File: src/rtl/dcache_pkg.sv
package dcache_pkg;

  typedef enum logic [1:0] {
    MEM_LINE_RD = 2'd0,
    MEM_LINE_WR = 2'd1,
    MEM_WORD_WR = 2'd2
  } memop_e;

  typedef enum logic [2:0] {
    ST_IDLE,
    ST_COMPARE,
    ST_WRITEBACK,
    ST_REFILL,
    ST_MEM_WRITE,
    ST_FLUSH
  } state_e;

  // Write strobes from control to datapath
  typedef struct packed {
    logic installLine;  // load refilled line, set valid, clear dirty
    logic mergeWord;    // merge request word into line under byte enables
    logic setDirty;     // mark requested line dirty
    logic clearDirty;   // clear dirty mark of selected line
  } dp_strobe_t;

endpackage

File: src/rtl/dcache_dp.sv
module dcache_dp
  import dcache_pkg::*;
#(
  parameter int ADDR_W     = 10,
  parameter int WORD_W     = 32,
  parameter int LINE_WORDS = 4,
  parameter int NUM_LINES  = 16,
  localparam int BeW   = WORD_W / 8,
  localparam int WselW = $clog2(LINE_WORDS),
  localparam int IdxW  = $clog2(NUM_LINES),
  localparam int TagW  = ADDR_W - IdxW - WselW,
  localparam int LineW = WORD_W * LINE_WORDS
) (
  input  logic              clk,
  input  logic              rstN,
  input  dp_strobe_t        strobe,
  input  logic              selFlush,
  input  logic [IdxW-1:0]   flushIdx,
  input  logic [ADDR_W-1:0] cpuAddr,
  input  logic [WORD_W-1:0] cpuWdata,
  input  logic [BeW-1:0]    cpuBe,
  input  logic [LineW-1:0]  memRline,
  output logic              hit,
  output logic              victimDirty,
  output logic [ADDR_W-1:0] victimAddr,
  output logic [LineW-1:0]  lineData,
  output logic [WORD_W-1:0] rdWord
);

  logic [WORD_W-1:0] dataArr [NUM_LINES][LINE_WORDS];
  logic [TagW-1:0]   tagArr  [NUM_LINES];
  logic [NUM_LINES-1:0] validArr;
  logic [NUM_LINES-1:0] dirtyArr;

  logic [TagW-1:0]   reqTag;
  logic [IdxW-1:0]   reqIdx;
  logic [WselW-1:0]  reqWord;
  logic [IdxW-1:0]   selIdx;
  logic [WORD_W-1:0] oldWord;
  logic [WORD_W-1:0] newWord;

  assign reqWord = cpuAddr[WselW-1:0];
  assign reqIdx  = cpuAddr[WselW +: IdxW];
  assign reqTag  = cpuAddr[ADDR_W-1 -: TagW];
  assign selIdx  = selFlush ? flushIdx : reqIdx;

  assign hit         = validArr[reqIdx] && (tagArr[reqIdx] == reqTag);
  assign victimDirty = validArr[selIdx] && dirtyArr[selIdx];
  assign victimAddr  = {tagArr[selIdx], selIdx, {WselW{1'b0}}};

  assign oldWord = dataArr[reqIdx][reqWord];
  assign rdWord  = oldWord;

  // Byte-lane merge of the request word
  for (genvar b = 0; b < BeW; b++) begin : gLane
    assign newWord[b*8 +: 8] = cpuBe[b] ? cpuWdata[b*8 +: 8] : oldWord[b*8 +: 8];
  end

  // Packed view of the selected line for line writes
  for (genvar w = 0; w < LINE_WORDS; w++) begin : gPack
    assign lineData[w*WORD_W +: WORD_W] = dataArr[selIdx][w];
  end

  always_ff @(posedge clk or negedge rstN) begin
    if (!rstN) begin
      validArr <= '0;
      dirtyArr <= '0;
    end else begin
      if (strobe.installLine) begin
        validArr[reqIdx] <= 1'b1;
        dirtyArr[reqIdx] <= 1'b0;
      end
      if (strobe.setDirty)   dirtyArr[reqIdx] <= 1'b1;
      if (strobe.clearDirty) dirtyArr[selIdx] <= 1'b0;
    end
  end

  always_ff @(posedge clk) begin
    if (strobe.installLine) begin
      tagArr[reqIdx] <= reqTag;
      for (int w = 0; w < LINE_WORDS; w++) begin
        dataArr[reqIdx][w] <= memRline[w*WORD_W +: WORD_W];
      end
    end
    if (strobe.mergeWord) dataArr[reqIdx][reqWord] <= newWord;
  end

  AST_MERGE_ON_HIT: assert property (@(posedge clk) disable iff (!rstN)
    strobe.mergeWord |-> hit);
  AST_INSTALL_HITS: assert property (@(posedge clk) disable iff (!rstN)
    strobe.installLine |=> hit);

endmodule

File: src/rtl/dcache_ctl.sv
module dcache_ctl
  import dcache_pkg::*;
#(
  parameter int NUM_LINES = 16,
  localparam int IdxW = $clog2(NUM_LINES)
) (
  input  logic            clk,
  input  logic            rstN,
  input  logic            wbMode,
  input  logic            cpuValid,
  input  logic            cpuWrite,
  input  logic            flushReq,
  input  logic            hit,
  input  logic            victimDirty,
  input  logic            memAck,
  output dp_strobe_t      strobe,
  output logic            selFlush,
  output logic [IdxW-1:0] flushIdx,
  output logic            cpuReady,
  output logic            memReq,
  output memop_e          memOp,
  output logic            flushDone
);

  localparam logic [IdxW-1:0] LastIdx = IdxW'(NUM_LINES - 1);

  state_e state, nextState;
  logic   wtDone;
  logic   flushActive;

  always_comb begin
    nextState = state;
    strobe    = '0;
    selFlush  = 1'b0;
    cpuReady  = 1'b0;
    memReq    = 1'b0;
    memOp     = MEM_LINE_RD;
    flushDone = 1'b0;
    case (state)
      ST_IDLE: begin
        if (flushReq)      nextState = ST_FLUSH;
        else if (cpuValid) nextState = ST_COMPARE;
      end
      ST_COMPARE: begin
        if (!cpuValid) begin
          nextState = ST_IDLE;
        end else if (cpuWrite && !wbMode) begin
          if (!wtDone) begin
            nextState = ST_MEM_WRITE;
          end else begin
            strobe.mergeWord = hit;
            cpuReady  = 1'b1;
            nextState = ST_IDLE;
          end
        end else if (hit) begin
          strobe.mergeWord = cpuWrite;
          strobe.setDirty  = cpuWrite;
          cpuReady  = 1'b1;
          nextState = ST_IDLE;
        end else if (victimDirty) begin
          nextState = ST_WRITEBACK;
        end else begin
          nextState = ST_REFILL;
        end
      end
      ST_WRITEBACK: begin
        memReq   = 1'b1;
        memOp    = MEM_LINE_WR;
        selFlush = flushActive;
        if (memAck) begin
          strobe.clearDirty = 1'b1;
          nextState = flushActive ? ST_FLUSH : ST_REFILL;
        end
      end
      ST_REFILL: begin
        memReq = 1'b1;
        memOp  = MEM_LINE_RD;
        if (memAck) begin
          strobe.installLine = 1'b1;
          nextState = ST_COMPARE;
        end
      end
      ST_MEM_WRITE: begin
        memReq = 1'b1;
        memOp  = MEM_WORD_WR;
        if (memAck) nextState = ST_COMPARE;
      end
      ST_FLUSH: begin
        selFlush = 1'b1;
        if (victimDirty) begin
          nextState = ST_WRITEBACK;
        end else if (flushIdx == LastIdx) begin
          flushDone = 1'b1;
          nextState = ST_IDLE;
        end
      end
      default: nextState = ST_IDLE;
    endcase
  end

  always_ff @(posedge clk or negedge rstN) begin
    if (!rstN) begin
      state       <= ST_IDLE;
      wtDone      <= 1'b0;
      flushActive <= 1'b0;
      flushIdx    <= '0;
    end else begin
      state <= nextState;
      if (state == ST_MEM_WRITE && memAck) wtDone <= 1'b1;
      else if (cpuReady)                   wtDone <= 1'b0;
      if (state == ST_IDLE && flushReq) begin
        flushActive <= 1'b1;
        flushIdx    <= '0;
      end else if (flushDone) begin
        flushActive <= 1'b0;
      end else if (state == ST_FLUSH && !victimDirty) begin
        flushIdx <= flushIdx + 1'b1;
      end
    end
  end

  AST_READY_NO_MEM: assert property (@(posedge clk) disable iff (!rstN)
    cpuReady |-> !memReq);
  AST_MEM_HOLD: assert property (@(posedge clk) disable iff (!rstN)
    memReq && !memAck |=> memReq && $stable(memOp));
  AST_WB_NO_WORD_WRITE: assert property (@(posedge clk) disable iff (!rstN)
    memReq && wbMode |-> memOp != MEM_WORD_WR);
  AST_WT_NEVER_DIRTY: assert property (@(posedge clk) disable iff (!rstN)
    !wbMode |-> !victimDirty);
  AST_FETCH_AFTER_WB: assert property (@(posedge clk) disable iff (!rstN)
    memReq && memOp == MEM_LINE_RD |-> !victimDirty);
  AST_FLUSH_PULSE: assert property (@(posedge clk) disable iff (!rstN)
    flushDone |=> !flushDone);

endmodule

File: src/rtl/dcache_ctrl.sv
module dcache_ctrl
  import dcache_pkg::*;
#(
  parameter int ADDR_W     = 10,
  parameter int WORD_W     = 32,
  parameter int LINE_WORDS = 4,
  parameter int NUM_LINES  = 16,
  localparam int BeW   = WORD_W / 8,
  localparam int WselW = $clog2(LINE_WORDS),
  localparam int IdxW  = $clog2(NUM_LINES),
  localparam int LineW = WORD_W * LINE_WORDS
) (
  input  logic              clk,
  input  logic              rstN,
  input  logic              wbMode,
  input  logic              cpuValid,
  input  logic              cpuWrite,
  input  logic [ADDR_W-1:0] cpuAddr,
  input  logic [WORD_W-1:0] cpuWdata,
  input  logic [BeW-1:0]    cpuBe,
  output logic              cpuReady,
  output logic [WORD_W-1:0] cpuRdata,
  input  logic              flushReq,
  output logic              flushDone,
  output logic              memReq,
  output logic [1:0]        memOp,
  output logic [ADDR_W-1:0] memAddr,
  output logic [LineW-1:0]  memWline,
  output logic [WORD_W-1:0] memWword,
  output logic [BeW-1:0]    memBe,
  input  logic              memAck,
  input  logic [LineW-1:0]  memRline
);

  dp_strobe_t        strobe;
  logic              selFlush;
  logic [IdxW-1:0]   flushIdx;
  logic              hit;
  logic              victimDirty;
  logic [ADDR_W-1:0] victimAddr;
  memop_e            memOpE;

  dcache_ctl #(.NUM_LINES(NUM_LINES)) u_ctl (
    .clk(clk), .rstN(rstN), .wbMode(wbMode),
    .cpuValid(cpuValid), .cpuWrite(cpuWrite), .flushReq(flushReq),
    .hit(hit), .victimDirty(victimDirty), .memAck(memAck),
    .strobe(strobe), .selFlush(selFlush), .flushIdx(flushIdx),
    .cpuReady(cpuReady), .memReq(memReq), .memOp(memOpE), .flushDone(flushDone)
  );

  dcache_dp #(
    .ADDR_W(ADDR_W), .WORD_W(WORD_W), .LINE_WORDS(LINE_WORDS), .NUM_LINES(NUM_LINES)
  ) u_dp (
    .clk(clk), .rstN(rstN), .strobe(strobe), .selFlush(selFlush), .flushIdx(flushIdx),
    .cpuAddr(cpuAddr), .cpuWdata(cpuWdata), .cpuBe(cpuBe), .memRline(memRline),
    .hit(hit), .victimDirty(victimDirty), .victimAddr(victimAddr),
    .lineData(memWline), .rdWord(cpuRdata)
  );

  always_comb begin
    case (memOpE)
      MEM_LINE_WR: memAddr = victimAddr;
      MEM_LINE_RD: memAddr = {cpuAddr[ADDR_W-1:WselW], {WselW{1'b0}}};
      default:     memAddr = cpuAddr;
    endcase
  end

  assign memOp    = memOpE;
  assign memWword = cpuWdata;
  assign memBe    = cpuBe;

endmodule

File: config.mk
export PLATFORM = sky130hd
export DESIGN_NAME = dcache_ctrl
export DESIGN_NICKNAME = d
export VERILOG_FILES = /design/src/rtl/dcache_pkg.sv /design/src/rtl/dcache_dp.sv /design/src/rtl/dcache_ctl.sv /design/src/rtl/dcache_ctrl.sv
export SDC_FILE = /design/constraint.sdc
export NUM_CORES = 2
export LEC_CHECK = 0
export BUFFER_PORTS_ARGS = -buffer_cell sky130_fd_sc_hd__buf_2
export CORE_ASPECT_RATIO = 0.6
export CORE_MARGIN = 2
export CORE_UTILIZATION = 30
export DETAILED_ROUTE_END_ITERATION = 16
export PLACE_DENSITY = 0.52
export SYNTH_ARGS = -nofsm -noshare
export SYNTH_HDL_FRONTEND = slang
export SYNTH_SLANG_ARGS = --single-unit
File: constraint.sdc
create_clock -name clk -period 14.6 [get_ports clk]
set_input_delay 2.92 -clock clk [delete_from_list [all_inputs] [get_ports clk]]
set_output_delay 2.92 -clock clk [all_outputs]
set_load 0.05 [all_outputs]
==> summary.txt <==
CTS
  • H-tree depth: 4
  • Root Buffer: clkbuf_16
  • CTS tree: done
  • CTS resizes: 0
  • Worst skew pair latency: 0.90 ns
  • CTS sink count: 2153
  • Clk pin slew, worst setup/hold paths: 0.06 ns
  • Post-CTS setup buffer count: 0
  • CTS Buffer Depth: 4
  • CTS Buf Count: 216
  • Hold buffer count at cts: 0

Critical path
  • Crit path cell chain: buf_8, buf_12, buf_12, buf_4, mux4_2, mux4_2, mux4_2, buf_2
  • Req. time, crit path: 11.68 ns
  • Crit-path max cell delay: 0.75 ns
  • Reg-to-reg slack, setup: 9.47 ns
  • Worst path most repeated cell: mux4_2
  • Setup CP Type: input port to output pin
  • Crit path launch type: input port
  • Max Fanout on Critical Path: 105
  • Critical path origin: cpuAddr[2]
  • Crit path buffers/inverters: 5
  • CP Capture Type: output pin
  • Crit path max-delay family: buffers and inverters
  • Critical Path AT: 7.74 ns
  • R2R Path Start: u_dp.tagArr[10][3]
  • Slowest cell on crit path: buf_12

Floorplanning
  • Initial Util: slightly above 30%
  • Total core area: 337000 sq um
  • # rows: 165
  • Io pins: about 390
  • Die width: ~760 um
  • Die area: approximately 340000 sq um
  • Die Ht: 455 um

Hold path
  • Min-delay src: u_dp.validArr[8]
  • Min-delay worst type: register to register

Detailed routing
  • First-pass DRT Iterations: 6
  • Initial drt markers: 7184
  • Via count: 56993
  • Wire per inst: 36.8 um
  • DRC Markers: 0
  • Routed WL: 366 mm
  • Antenna-violating nets left: 0
  • Vias per cell: 5.74

Timing
  • Slew @ Worst Pin: roughly 1.3 ns
  • RSZ-0062 raised after global routing: no
  • Crit path time final: 10.66 ns
  • Final Hold Vio Count: 0
  • Setup tns final: 0 ns
  • Max Fclk: between 90 and 100 MHz
  • Slew Viols, Final: 0
  • PnR worst setup slack: 3.94 ns
  • Final setup fails: 0
  • Fin crit share: between 70% and 80%
  • Final Skew: between 0.08 and 0.09 ns
  • Worst rel slew slack: 13.1%

Logic synthesis
  • Most common cell in the synthesized netlist: edfxtp_1
  • Post-synthesis cell type count: 64
  • Top FF cell, synth: edfxtp_1
  • Number of synthesized register bits: 2153
  • Register area share after synthesis: between 60% and 70%
  • Top cell type's share of synthesized area: 62.3%
  • Area leader, netlist: edfxtp_1
  • Ys Warns: 0
  • Async SR Flop Fraction: under 10%
  • Gate Count Post-Synth: just under 5000
  • Post-Syn Area per Cell: 20.9 sq um
  • Syn Nets: 5050
  • Number of synthesized flops with an enable pin: between 2000 and 2500
  • Commonest cells post-synth: edfxtp_1 (2112), mux4_2 (1216), a21oi_1 (203)
  • Synth top area cells: edfxtp_1 (62%), mux4_2 (27%), mux2_2 (1.9%)
  • Post-Syn Area: 102000 sq um

Global route
  • Vias in the first global route: 56211
  • Routing usage on met1: 29.2%
  • First-pass GRT wire length: 492 mm
  • Top Usage Layer GRT: met2
  • Initial antenna violation count: just over 80
  • Total GRT Usage: 20.8%
  • Grt total ovfl: 0
  • Met2 usage: between 30% and 40%
  • Met3 Use GR: around 4.1%
  • Largest net degree at the start of global routing: 138

Finish
  • Layout Cells excl Fill: 9925
  • Share of layout cells above drive strength 1: 43.0%
  • Area Growth Syn to Fin: 14.2%
  • Nets: between 5000 and 6000

Power
  • Max VDD drop: 0.166 mV
  • Pwr Total: 19.8 mW
  • LEAKAGE: 35.7 nW
  • PwrDens: 170 nW/um^2

Place
  • Dpl cells: 9469
  • Routability cong.: around 0.8
  • Place WS: 3.95 ns
  • IO Port Bufs: 391
  • Hpwl dp: ~220 mm

Outcome
  • Status: finished clean

Run
  • MaxCap Viol Count: 0
worst reg2reg max path, stage by stage (launching register included):
cell and delay [ns]:
edfxtp_1 0.40, mux4_2 0.48, mux2_2 0.28, or4_1 0.41
nand4_1 0.09, o211ai_1 0.19, nor3_2 0.22, buf_4 0.26
nand3_4 0.36, buf_4 0.57, a21oi_4 0.99, buf_4 0.54
logic make-up (layout without fill, tap and decap cells):
family	Yosys count	count (layout)	synth area share (%)
compound gates	429	429	2.63
mux	1530	1530	30.2
xor+xnor	3	3	0.0258
other cells	0	80	0
buf+inv	440	908	2.06
fa+ha+maj	1	1	0.0123
flops	2153	2153	63.3
simple gates	312	312	1.71
layout make-up:
cell class	count	area, sq um
fill	31212	221000
sequential	2153	64400
multi-input combinational	2275	35900
tap	4509	5640
clock buffer	264	5630
timing repair buffer	526	3250
clock inverter	112	1080
antenna	80	200
inverter	6	22.5
flip-flops by register name, indices dropped and copies added, names as in the netlist:
signal and flops:
u_ctl.wtDone 1, u_dp.validArr 16, u_ctl.flushActive 1, u_dp.tagArr 64
u_dp.dataArr 2048, u_ctl.flushIdx 4, u_ctl.state 3, u_dp.dirtyArr 16
final timing paths:
| path | cells after the start | endpoint |
|---|---|---|
| worst max-delay path | 8 | cpuRdata[13] |
| min in group asynchronous | 1 | u_ctl.flushIdx[0] |
| worst min-delay path | 1 | u_dp.validArr[8] |
| max in group asynchronous | 1 | u_dp.validArr[12] |
| worst max register to register | 11 | u_dp.dataArr[15][10] |
| worst min register to register | 1 | u_dp.validArr[8] |
per-layer routing:
layer	part of all wire, %	wire, um
met1	41	151000
met2	47	170000
met3	8.8	32000
met4	3.5	12700
met5	0.042	152
metrics by stage:
stage	area (sq um)	hold WS, ns	utilization, %
after floorplan	102000	0.457	-
after global placement	109000	0.472	32.4
after detailed placement	109000	0.476	32.4
after CTS	116000	0.490	34.4
after global routing	116000	0.511	34.4
final	116000	0.498	34.5
cell usage in the layout, fill, tap and decap left out, types with 5 or more instances in the layout:
cell type	Yosys	final
a22oi_1	5	5
mux4_2	1216	1216
a211oi_1	145	145
dfrtp_1	41	41
buf_2	140	386
a21oi_1	203	155
clkbuf_1	168	45
nand2_1	38	38
o21ai_0	32	32
nand2b_1	5	5
clkinv_1	1	51
o21a_1	18	18
or2_2	23	23
nand3_1	15	14
diode_2	0	80
inv_1	5	5
nor2_4	0	17
clkinv_2	0	31
mux2_2	172	172
nor2b_1	138	138
buf_4	42	117
mux2i_1	141	141
nor2_1	53	37
edfxtp_1	2112	2112
clkbuf_16	0	217
bufinv_16	0	21
buf_12	0	19
a21oi_4	0	48
where the power goes:
group | switching, mW | internal, mW | leakage [nW] | total (mW)
sequential | 0.0464 | 6.84 | 19.5 | 6.89
combinational | 4.87 | 2.46 | 12.9 | 7.33
clock | 2.46 | 3.09 | 3.28 | 5.55
total | 7.38 | 12.4 | 35.7 | 19.8
Note: power is estimated with default switching activity, not from simulation.
